===== config.mk =====
export PLATFORM = sky130hd
export DESIGN_NAME = wt_mul4
export DESIGN_NICKNAME = d
export VERILOG_FILES = /design/src/rtl/wt_mul_pkg.sv /design/src/rtl/wt_pp_array.sv /design/src/rtl/wt_cnt_cell.sv /design/src/rtl/wt_merge_add.sv /design/src/rtl/wt_mul4.sv
export SDC_FILE = /design/constraint.sdc
export NUM_CORES = 1
export LEC_CHECK = 0
export ABC_AREA = 1
export BUFFER_PORTS_ARGS = -buffer_cell sky130_fd_sc_hd__buf_2
export CAP_MARGIN = 20
export CORE_AREA = 2 2 39 41
export DETAILED_ROUTE_END_ITERATION = 10
export DIE_AREA = 0 0 41 43
export GPL_ROUTABILITY_DRIVEN = 0
export PLACE_DENSITY = 0.53
export SYNTH_ARGS = -nofsm -noshare
export SYNTH_HDL_FRONTEND = slang
export SYNTH_HIERARCHICAL = 1
export SYNTH_SLANG_ARGS = --single-unit
export TNS_END_PERCENT = 20

===== constraint.sdc =====
create_clock -name vclk -period 10
set_input_delay 1.5 -clock vclk [all_inputs]
set_output_delay 1.5 -clock vclk [all_outputs]
set_load 0.01 [all_outputs]

===== src/rtl/wt_mul_pkg.sv =====
package wt_mul_pkg;
  localparam int OPW  = 4;
  localparam int PRW  = 2 * OPW;
  localparam int ROWW = PRW - 2;

  typedef struct packed {
    logic c;
    logic s;
  } cnt_t;

  function automatic cnt_t half_cnt(input logic a, input logic b);
    cnt_t r;
    r.s = a ^ b;
    r.c = a & b;
    return r;
  endfunction

  function automatic cnt_t full_cnt(input logic a, input logic b, input logic ci);
    cnt_t r;
    r.s = a ^ b ^ ci;
    r.c = (a & b) | (a & ci) | (b & ci);
    return r;
  endfunction
endpackage


===== src/rtl/wt_pp_array.sv =====
module wt_pp_array
  import wt_mul_pkg::*;
(
  input  logic [OPW-1:0]           x,
  input  logic [OPW-1:0]           y,
  output logic [OPW-1:0][OPW-1:0]  pp
);
  for (genvar i = 0; i < OPW; i++) begin : g_row
    for (genvar j = 0; j < OPW; j++) begin : g_col
      assign pp[i][j] = x[i] & y[j];
    end
  end

  always_comb begin

    r3_ppbit_chk: assert (pp[OPW-1][0] == (x[OPW-1] & y[0]));
  end
endmodule


===== src/rtl/wt_cnt_cell.sv =====
module wt_cnt_cell
  import wt_mul_pkg::*;
#(
  parameter bit FULL = 1'b1
) (
  input  logic a,
  input  logic b,
  input  logic ci,
  output logic s,
  output logic co
);
  cnt_t r;
  logic ci_eff;

  if (FULL) begin : g_full
    assign r      = full_cnt(a, b, ci);
    assign ci_eff = ci;
  end else begin : g_half
    logic unused_ci;
    assign unused_ci = ci;
    assign r         = half_cnt(a, b);
    assign ci_eff    = 1'b0;
  end

  assign s  = r.s;
  assign co = r.c;

  always_comb begin

    r4_count_chk: assert ({co, s} == (2'(a) + 2'(b) + 2'(ci_eff)));
  end
endmodule


===== src/rtl/wt_merge_add.sv =====
module wt_merge_add #(
  parameter int W = 6
) (
  input  logic [W-1:0] a,
  input  logic [W-1:0] b,
  output logic [W-1:0] sum,
  output logic         co
);
  logic [W:0] c;
  assign c[0] = 1'b0;

  for (genvar k = 0; k < W; k++) begin : g_bit
    assign sum[k]  = a[k] ^ b[k] ^ c[k];
    assign c[k+1]  = (a[k] & b[k]) | (c[k] & (a[k] ^ b[k]));
  end
  assign co = c[W];

  always_comb begin

    r6_merge_chk: assert ({co, sum} == ((W+1)'(a) + (W+1)'(b)));
  end
endmodule


===== src/rtl/wt_mul4.sv =====
module wt_mul4
  import wt_mul_pkg::*;
(
  input  logic [OPW-1:0] x,
  input  logic [OPW-1:0] y,
  output logic [PRW-1:0] z
);
  logic [OPW-1:0][OPW-1:0] pp;

  wt_pp_array u_pp (.x(x), .y(y), .pp(pp));

  // level 1: half adders on columns 3 and 4
  logic s3a, c4a, s4b, c5b;
  wt_cnt_cell #(.FULL(1'b0)) u_l1_c3 (.a(pp[3][0]), .b(pp[2][1]), .ci(1'b0), .s(s3a), .co(c4a));
  wt_cnt_cell #(.FULL(1'b0)) u_l1_c4 (.a(pp[3][1]), .b(pp[2][2]), .ci(1'b0), .s(s4b), .co(c5b));

  // level 2: half adder on column 2, full adders on columns 3..5
  logic s2c, c3c, s3d, c4d, s4e, c5e, s5f, c6f;
  wt_cnt_cell #(.FULL(1'b0)) u_l2_c2 (.a(pp[2][0]), .b(pp[1][1]), .ci(1'b0), .s(s2c), .co(c3c));
  wt_cnt_cell #(.FULL(1'b1)) u_l2_c3 (.a(pp[1][2]), .b(pp[0][3]), .ci(s3a),  .s(s3d), .co(c4d));
  wt_cnt_cell #(.FULL(1'b1)) u_l2_c4 (.a(pp[1][3]), .b(s4b),      .ci(c4a),  .s(s4e), .co(c5e));
  wt_cnt_cell #(.FULL(1'b1)) u_l2_c5 (.a(pp[3][2]), .b(pp[2][3]), .ci(c5b),  .s(s5f), .co(c6f));

  // two rows covering columns 1..6
  logic [ROWW-1:0] row_a, row_b;
  assign row_a = {pp[3][3], s5f, s4e, s3d, s2c, pp[1][0]};
  assign row_b = {c6f,      c5e, c4d, c3c, pp[0][2], pp[0][1]};

  logic [ROWW-1:0] hi_sum;
  logic            hi_co;
  wt_merge_add #(.W(ROWW)) u_add (.a(row_a), .b(row_b), .sum(hi_sum), .co(hi_co));

  assign z = {hi_co, hi_sum, pp[0][0]};

  always_comb begin

    r1_product_chk: assert (z == (PRW'(x) * PRW'(y)));

    r2_lsb_chk: assert (z[0] == (x[0] & y[0]));

    r5_rows_chk: assert ((PRW'({row_a, 1'b0}) + PRW'({row_b, 1'b0}) + PRW'(pp[0][0]))
                         == (PRW'(x) * PRW'(y)));

    r8_zero_chk: assert (!((x == '0) || (y == '0)) || (z == '0));
  end
endmodule


# Word level (Yosys, flattened, before mapping)
# Index checks and enable logic that the tools add are counted.
# op_classes
bitwise,70
# ops
cell,count
$and 1x1->1,39
$xor 1x1->1,20
$or 1x1->1,11
# totals
ff_bits,0
elab_cells,70

# Depth between registers and ports, before layout
# Gate-level depths: netlist (run 1).
# logic_depth
ltp_word,13
ltp_mapped,13
depth_no_buf,12

# By module
# Netlist (run 1), hierarchy kept.
# by_module_without_submodules
module,cells_each,area_per_inst_um2,instances
wt_merge_add,16,150.1,1
wt_pp_array,32,120.1,1
wt_cnt_cell (u_l2_c3 ...),1,20.0,3
wt_cnt_cell (u_l1_c3 ...),1,12.5,3
wt_mul4,2,11.3,1

# Worst setup path before layout (run 1)
# Ideal clock, no wire load.
# synth_timing
path_type,in2out
startpoint,input port x[3]
endpoint,output port z[6]
slack_ns,4.442
required_ns,8.500
cell_stages,10
arrival_time_ns,4.058
n_path_buf,0
path_cell_list,nand2_1 inv_1 ha_1 fa_1 fa_1 fa_1 fa_1 inv_1 fa_1 inv_1
# synth_lines
element,line_no,source
"start, declared",wt_mul4.sv:4,"input logic [OPW-1:0] x,"
"end, declared",wt_mul4.sv:6,output logic [PRW-1:0] z

==> results.yml, run 1 <==
die:
  start_util_pct: 27.1
  row_count: 14
  io_pins: 16
  dieArea_um2: 1760
  design.core.area_um2: 1380
  die_width_um: 41
  die_h_um: 43
synth:
  ys.warnings.count: 6
  synth_area_um2: 375
  synth_fp_nets: 75
  avgSynthCellArea_um2: 6.82
  syn_inst: 55
pwr:
  power_frac_seq_pct: 0
  switching_share_pct: 56.5
  p_per_area_nw_per_um2: 54.2
  clockPowerShare_pct: 0
  power_switching_uw: 14.3
  cellLeakagePower_uw: 0.000375
  p_int_uw: 11.0
  combPwrFrac_pct: 100.0
  ir_drop_mv: 0.0229
clock_network:
  post_cts_resized: 0
  post_cts_buffers: 0
  ctsHoldBuffers: 0
drt:
  drt_first_iter_violations: 3
  routed_via_density: 3.83
  firstDrtPassIters: 3
  wl_um: 653
  antenna_left: 0
  num_vias: 329
  avgRoutedWirePerCell_um: 7.59
  route.detailed.drc: 0
sta:
  rsz0062_at_grt: "false"
  slew_viol_final: 0
  relSlewSlack_pct: 92.9
  period_needed_ns: 5.83
  worst_pin_slew_ns: 0.106
  setup_tns_ns: 0
  fmax_ghz: 0.172
  hold_viol: 0
  min_period_over_period_pct: 58.3
  whs_ns: 3.31
  finalSetupViolations: 0
status:
  status: "finished clean"
layout:
  regArea_um2: 0
  stdcell_count: 86
  clock_buffers: 0
  multiInputGateArea_um2: 270
  seq_cell_count: 0
  final_layout_size_suffix_gt1_share_pct: 22.9
  final_net_count: 92
  num_antenna_cells: 0
  fill_cells: 166
  area_delta_synth_final_pct: 24.7
place:
  numPortBuffers: 16
  hpwl_um: 617
  placed_cells: 86
critical_path:
  crit_fanout: 4
  cpMaxStageDelayCell: "fa_1"
  cp.required_ns: 8.50
  cp_cell_sequence: "buf_2 > nand2_1 > inv_1 > ha_1 > fa_1 > fa_1 > fa_1 > fa_1 > inv_1 > fa_1 > inv_1 > buf_2"
  cp_common_cell: "fa_1"
  start_kind: "input port"
  critPathArrivalTime_ns: 4.33
  path_class: "input port to output pin"
  cp-end-kind: "output pin"
  slowest_delay_ns: 0.47
min_path:
  holdCritPathClass: "input port to output pin"
  holdPathStages: 4
  min_from: "y[0]"
  hold-path-endpoint: "z[0]"
global_routing:
  grt_util_all_layers_pct: 9.19
  grt_pass1_wl_um: 1220
  grt-ovfl-total: 0
  grt_pass1_vias: 317
  antenna_found_initial: 0
  grt_max_degree: 5
flow_run:
  cap_violations: 0
==> worst max-delay path by stage <==
| stage | from | to | slack (ns) |
|---|---|---|---|
| after floorplan | x[3] | z[6] | 4.44 |
| after global placement | x[3] | z[6] | 4.17 |
| after detailed placement | x[3] | z[6] | 4.16 |
| after CTS | x[3] | z[6] | 4.15 |
| after global routing | x[3] | z[6] | 4.05 |
| final | x[3] | z[6] | 4.17 |
==> stage by stage <==
step / worst slack [ns] / utilization [%] / cell area, um2 / power, uW
4_1_cts: 4.15 / 33.8 / 468 / 26.5
6_report: 4.17 / 33.8 / 468 / 25.4
2_1_floorplan: 4.44 / - / 375 / 17.3
3_3_place_gp: 4.17 / 33.8 / 468 / 26.0
3_5_place_dp: 4.16 / 33.8 / 468 / 26.3
5_1_grt: 4.05 / 33.8 / 468 / 30.1
==> metal layers <==
layer  up-vias  share of wire, %  routed length, um  global-route usage (%)
met5         -                 0                  0                       0
met4         0                 0                  0                       0
met3         0               5.5                 36                       0
met2         7                51                335                    15.3
met1       149                43                282                    13.8
li1        173                 -                  -                       -
==> layout by cell type, fill, tap and decap left out <==
| master | instances |
|---|---|
| buf_2 | 16 |
| fa_1 | 8 |
| ha_1 | 4 |
| inv_1 | 26 |
| nand2_1 | 16 |
==> power groups by stage <==
stage | logic (uW) | registers (uW) | clock network, uW
after detailed placement | 26.3 | 0 | 0
after floorplan | 17.3 | 0 | 0
after CTS | 26.5 | 0 | 0
final | 25.4 | 0 | 0
after global routing | 30.1 | 0 | 0
after global placement | 26.0 | 0 | 0
==> final cells by class <==
class / count / share of cell area (%)
Inverter: 26 / 20.9
Multi-Input combinational cell: 28 / 57.8
Tap cell: 16 / 4.28
Timing Repair Buffer: 16 / 17.1
==> worst max-delay path, delay by kind of cell <==
kind / cells / cell delay [ns]
fa+ha+maj: 6 / 2.35
buf+inv: 5 / 0.41
simple gates: 1 / 0.06
Note: power is estimated with default switching activity, not from simulation.
==> inputs of run 2 (changes only) <==
--- a/config.mk
+++ b/config.mk
@@ -5,14 +5,14 @@
 export SDC_FILE = /design/constraint.sdc
 export NUM_CORES = 1
 export LEC_CHECK = 0
-export ABC_AREA = 1
+export ABC_AREA = 0
 export BUFFER_PORTS_ARGS = -buffer_cell sky130_fd_sc_hd__buf_2
 export CAP_MARGIN = 20
 export CORE_AREA = 2 2 39 41
 export DETAILED_ROUTE_END_ITERATION = 10
 export DIE_AREA = 0 0 41 43
 export GPL_ROUTABILITY_DRIVEN = 0
-export PLACE_DENSITY = 0.53
+export PLACE_DENSITY = 0.52
 export SYNTH_ARGS = -nofsm -noshare
 export SYNTH_HDL_FRONTEND = slang
 export SYNTH_HIERARCHICAL = 1
==> constraint.sdc (replaced) <==
create_clock -name vclk -period 5.78
set_input_delay 0.867 -clock vclk [all_inputs]
set_output_delay 0.867 -clock vclk [all_outputs]
set_load 0.01 [all_outputs]
==> results.yml, run 2 <==
die:
  design.core.area_um2: 1380
  start_util_pct: 25.7
  io_pins: 16
  die_h_um: 43
  row_count: 14
  dieArea_um2: 1760
  die_width_um: 41
critical_path:
  critPathArrivalTime_ns: 3.74
  critPathCapture: "z[6]"
  cp-end-kind: "output pin"
  crit_start: "x[3]"
  cp.required_ns: 4.91
  start_kind: "input port"
  path_class: "input port to output pin"
  crit_fanout: 4
layout:
  final_net_count: 76
  regArea_um2: 0
  final_layout_size_suffix_gt1_share_pct: 29.6
  seq_cell_count: 0
  fill_cells: 155
  post-route-cell-area_um2: 448
  final_core_util_pct: 32.4
  area_delta_synth_final_pct: 26.1
  clock_buffers: 0
  mostFrequentLayoutCells: "16 x buf_2, 16 x and2_1, 10 x inv_1"
  num_antenna_cells: 0
sta:
  rsz0062_at_grt: "false"
  slew_viol_final: 0
  setup_tns_ns: 0
  period_needed_ns: 4.60
  worst_pin_slew_ns: 0.100
  finalSetupViolations: 0
  relSlewSlack_pct: 93.3
  hold_viol: 0
  min_period_over_period_pct: 79.7
  fmax_ghz: 0.217
  whs_ns: 2.05
global_routing:
  grt_max_degree: 5
  use_met1_pct: 10.1
  antenna_found_initial: 0
  grt_util_all_layers_pct: 6.96
  grt-ovfl-total: 0
  top_usage_layer: "met2"
  grt_pass1_vias: 243
  grtUsageMet2_pct: 11.9
  use_met3_pct: 0
  grt_pass1_wl_um: 924
min_path:
  min_from: "y[0]"
  holdCritPathClass: "input port to output pin"
drt:
  antenna_left: 0
  drt_first_iter_violations: 0
  firstDrtPassIters: 1
  wl_um: 518
  avgRoutedWirePerCell_um: 7.40
  route.detailed.drc: 0
  num_vias: 269
  routed_via_density: 3.84
place:
  dpl_cell_area_um2: 448
  hpwl_um: 519
  numPortBuffers: 16
status:
  status: "finished clean"
synth:
  syn_inst: 39
  avgSynthCellArea_um2: 9.11
  synth_fp_nets: 59
  synth_area_um2: 355
  ys.warnings.count: 6
clock_network:
  post_cts_resized: 0
  ctsHoldBuffers: 0
  post_cts_buffers: 0
flow_run:
  cap_violations: 0
pwr:
  power_frac_seq_pct: 0
  switching_share_pct: 52.7
  p_int_uw: 19.6
  combPwrFrac_pct: 100.0
  clockPowerShare_pct: 0
  power_switching_uw: 21.9
  cellLeakagePower_uw: 0.000258
  ir_drop_mv: 0.0289
  p_per_area_nw_per_um2: 92.6
[run 2: critical path: stages]
cell	delay, ns
buf_2	0.11
and2_1	0.15
ha_1	0.31
fa_1	0.46
fa_1	0.44
fa_1	0.38
fa_1	0.36
inv_1	0.07
fa_1	0.41
inv_1	0.06
buf_2	0.12
[run 2: routing by layer]
layer  wire length, um  part of all wire, %
met5                 0                    0
met4                 0                    0
met3                34                  6.6
met2               230                   44
met1               254                   49
[run 2: power groups by stage]
| stage | Sequential (uW) | Combinational [uW] | Clock, uW |
|---|---|---|---|
| 6_report | 0 | 41.5 | 0 |
| 5_1_grt | 0 | 49.0 | 0 |
| 4_1_cts | 0 | 43.1 | 0 |
| 3_5_place_dp | 0 | 42.7 | 0 |
| 3_3_place_gp | 0 | 43.0 | 0 |
| 2_1_floorplan | 0 | 29.7 | 0 |
[run 2: layout make-up]
class              instances  area, um2  area share (%)
inverters                 10       37.5            8.38
well taps                 16       20.0            4.47
repair buffers            16       80.1            17.9
multi-input cells         28        310            69.3
[run 2: worst min-delay path by stage]
stage,endpoint,slack [ns],cells past startpoint
floorplan,z[0],1.88,1
detailed placement,z[0],2.05,3
CTS,z[0],2.05,3
finish,z[0],2.05,3
global route,z[0],2.08,3
global placement,z[0],2.06,3
[run 2: through the flow]
step	total power, uW	worst slack, ns	instances
final	41.5	1.18	70
after global routing	49.0	1.04	70
after CTS	43.1	1.15	70
after detailed placement	42.7	1.17	70
after global placement	43.0	1.16	70
after floorplan	29.7	1.42	39
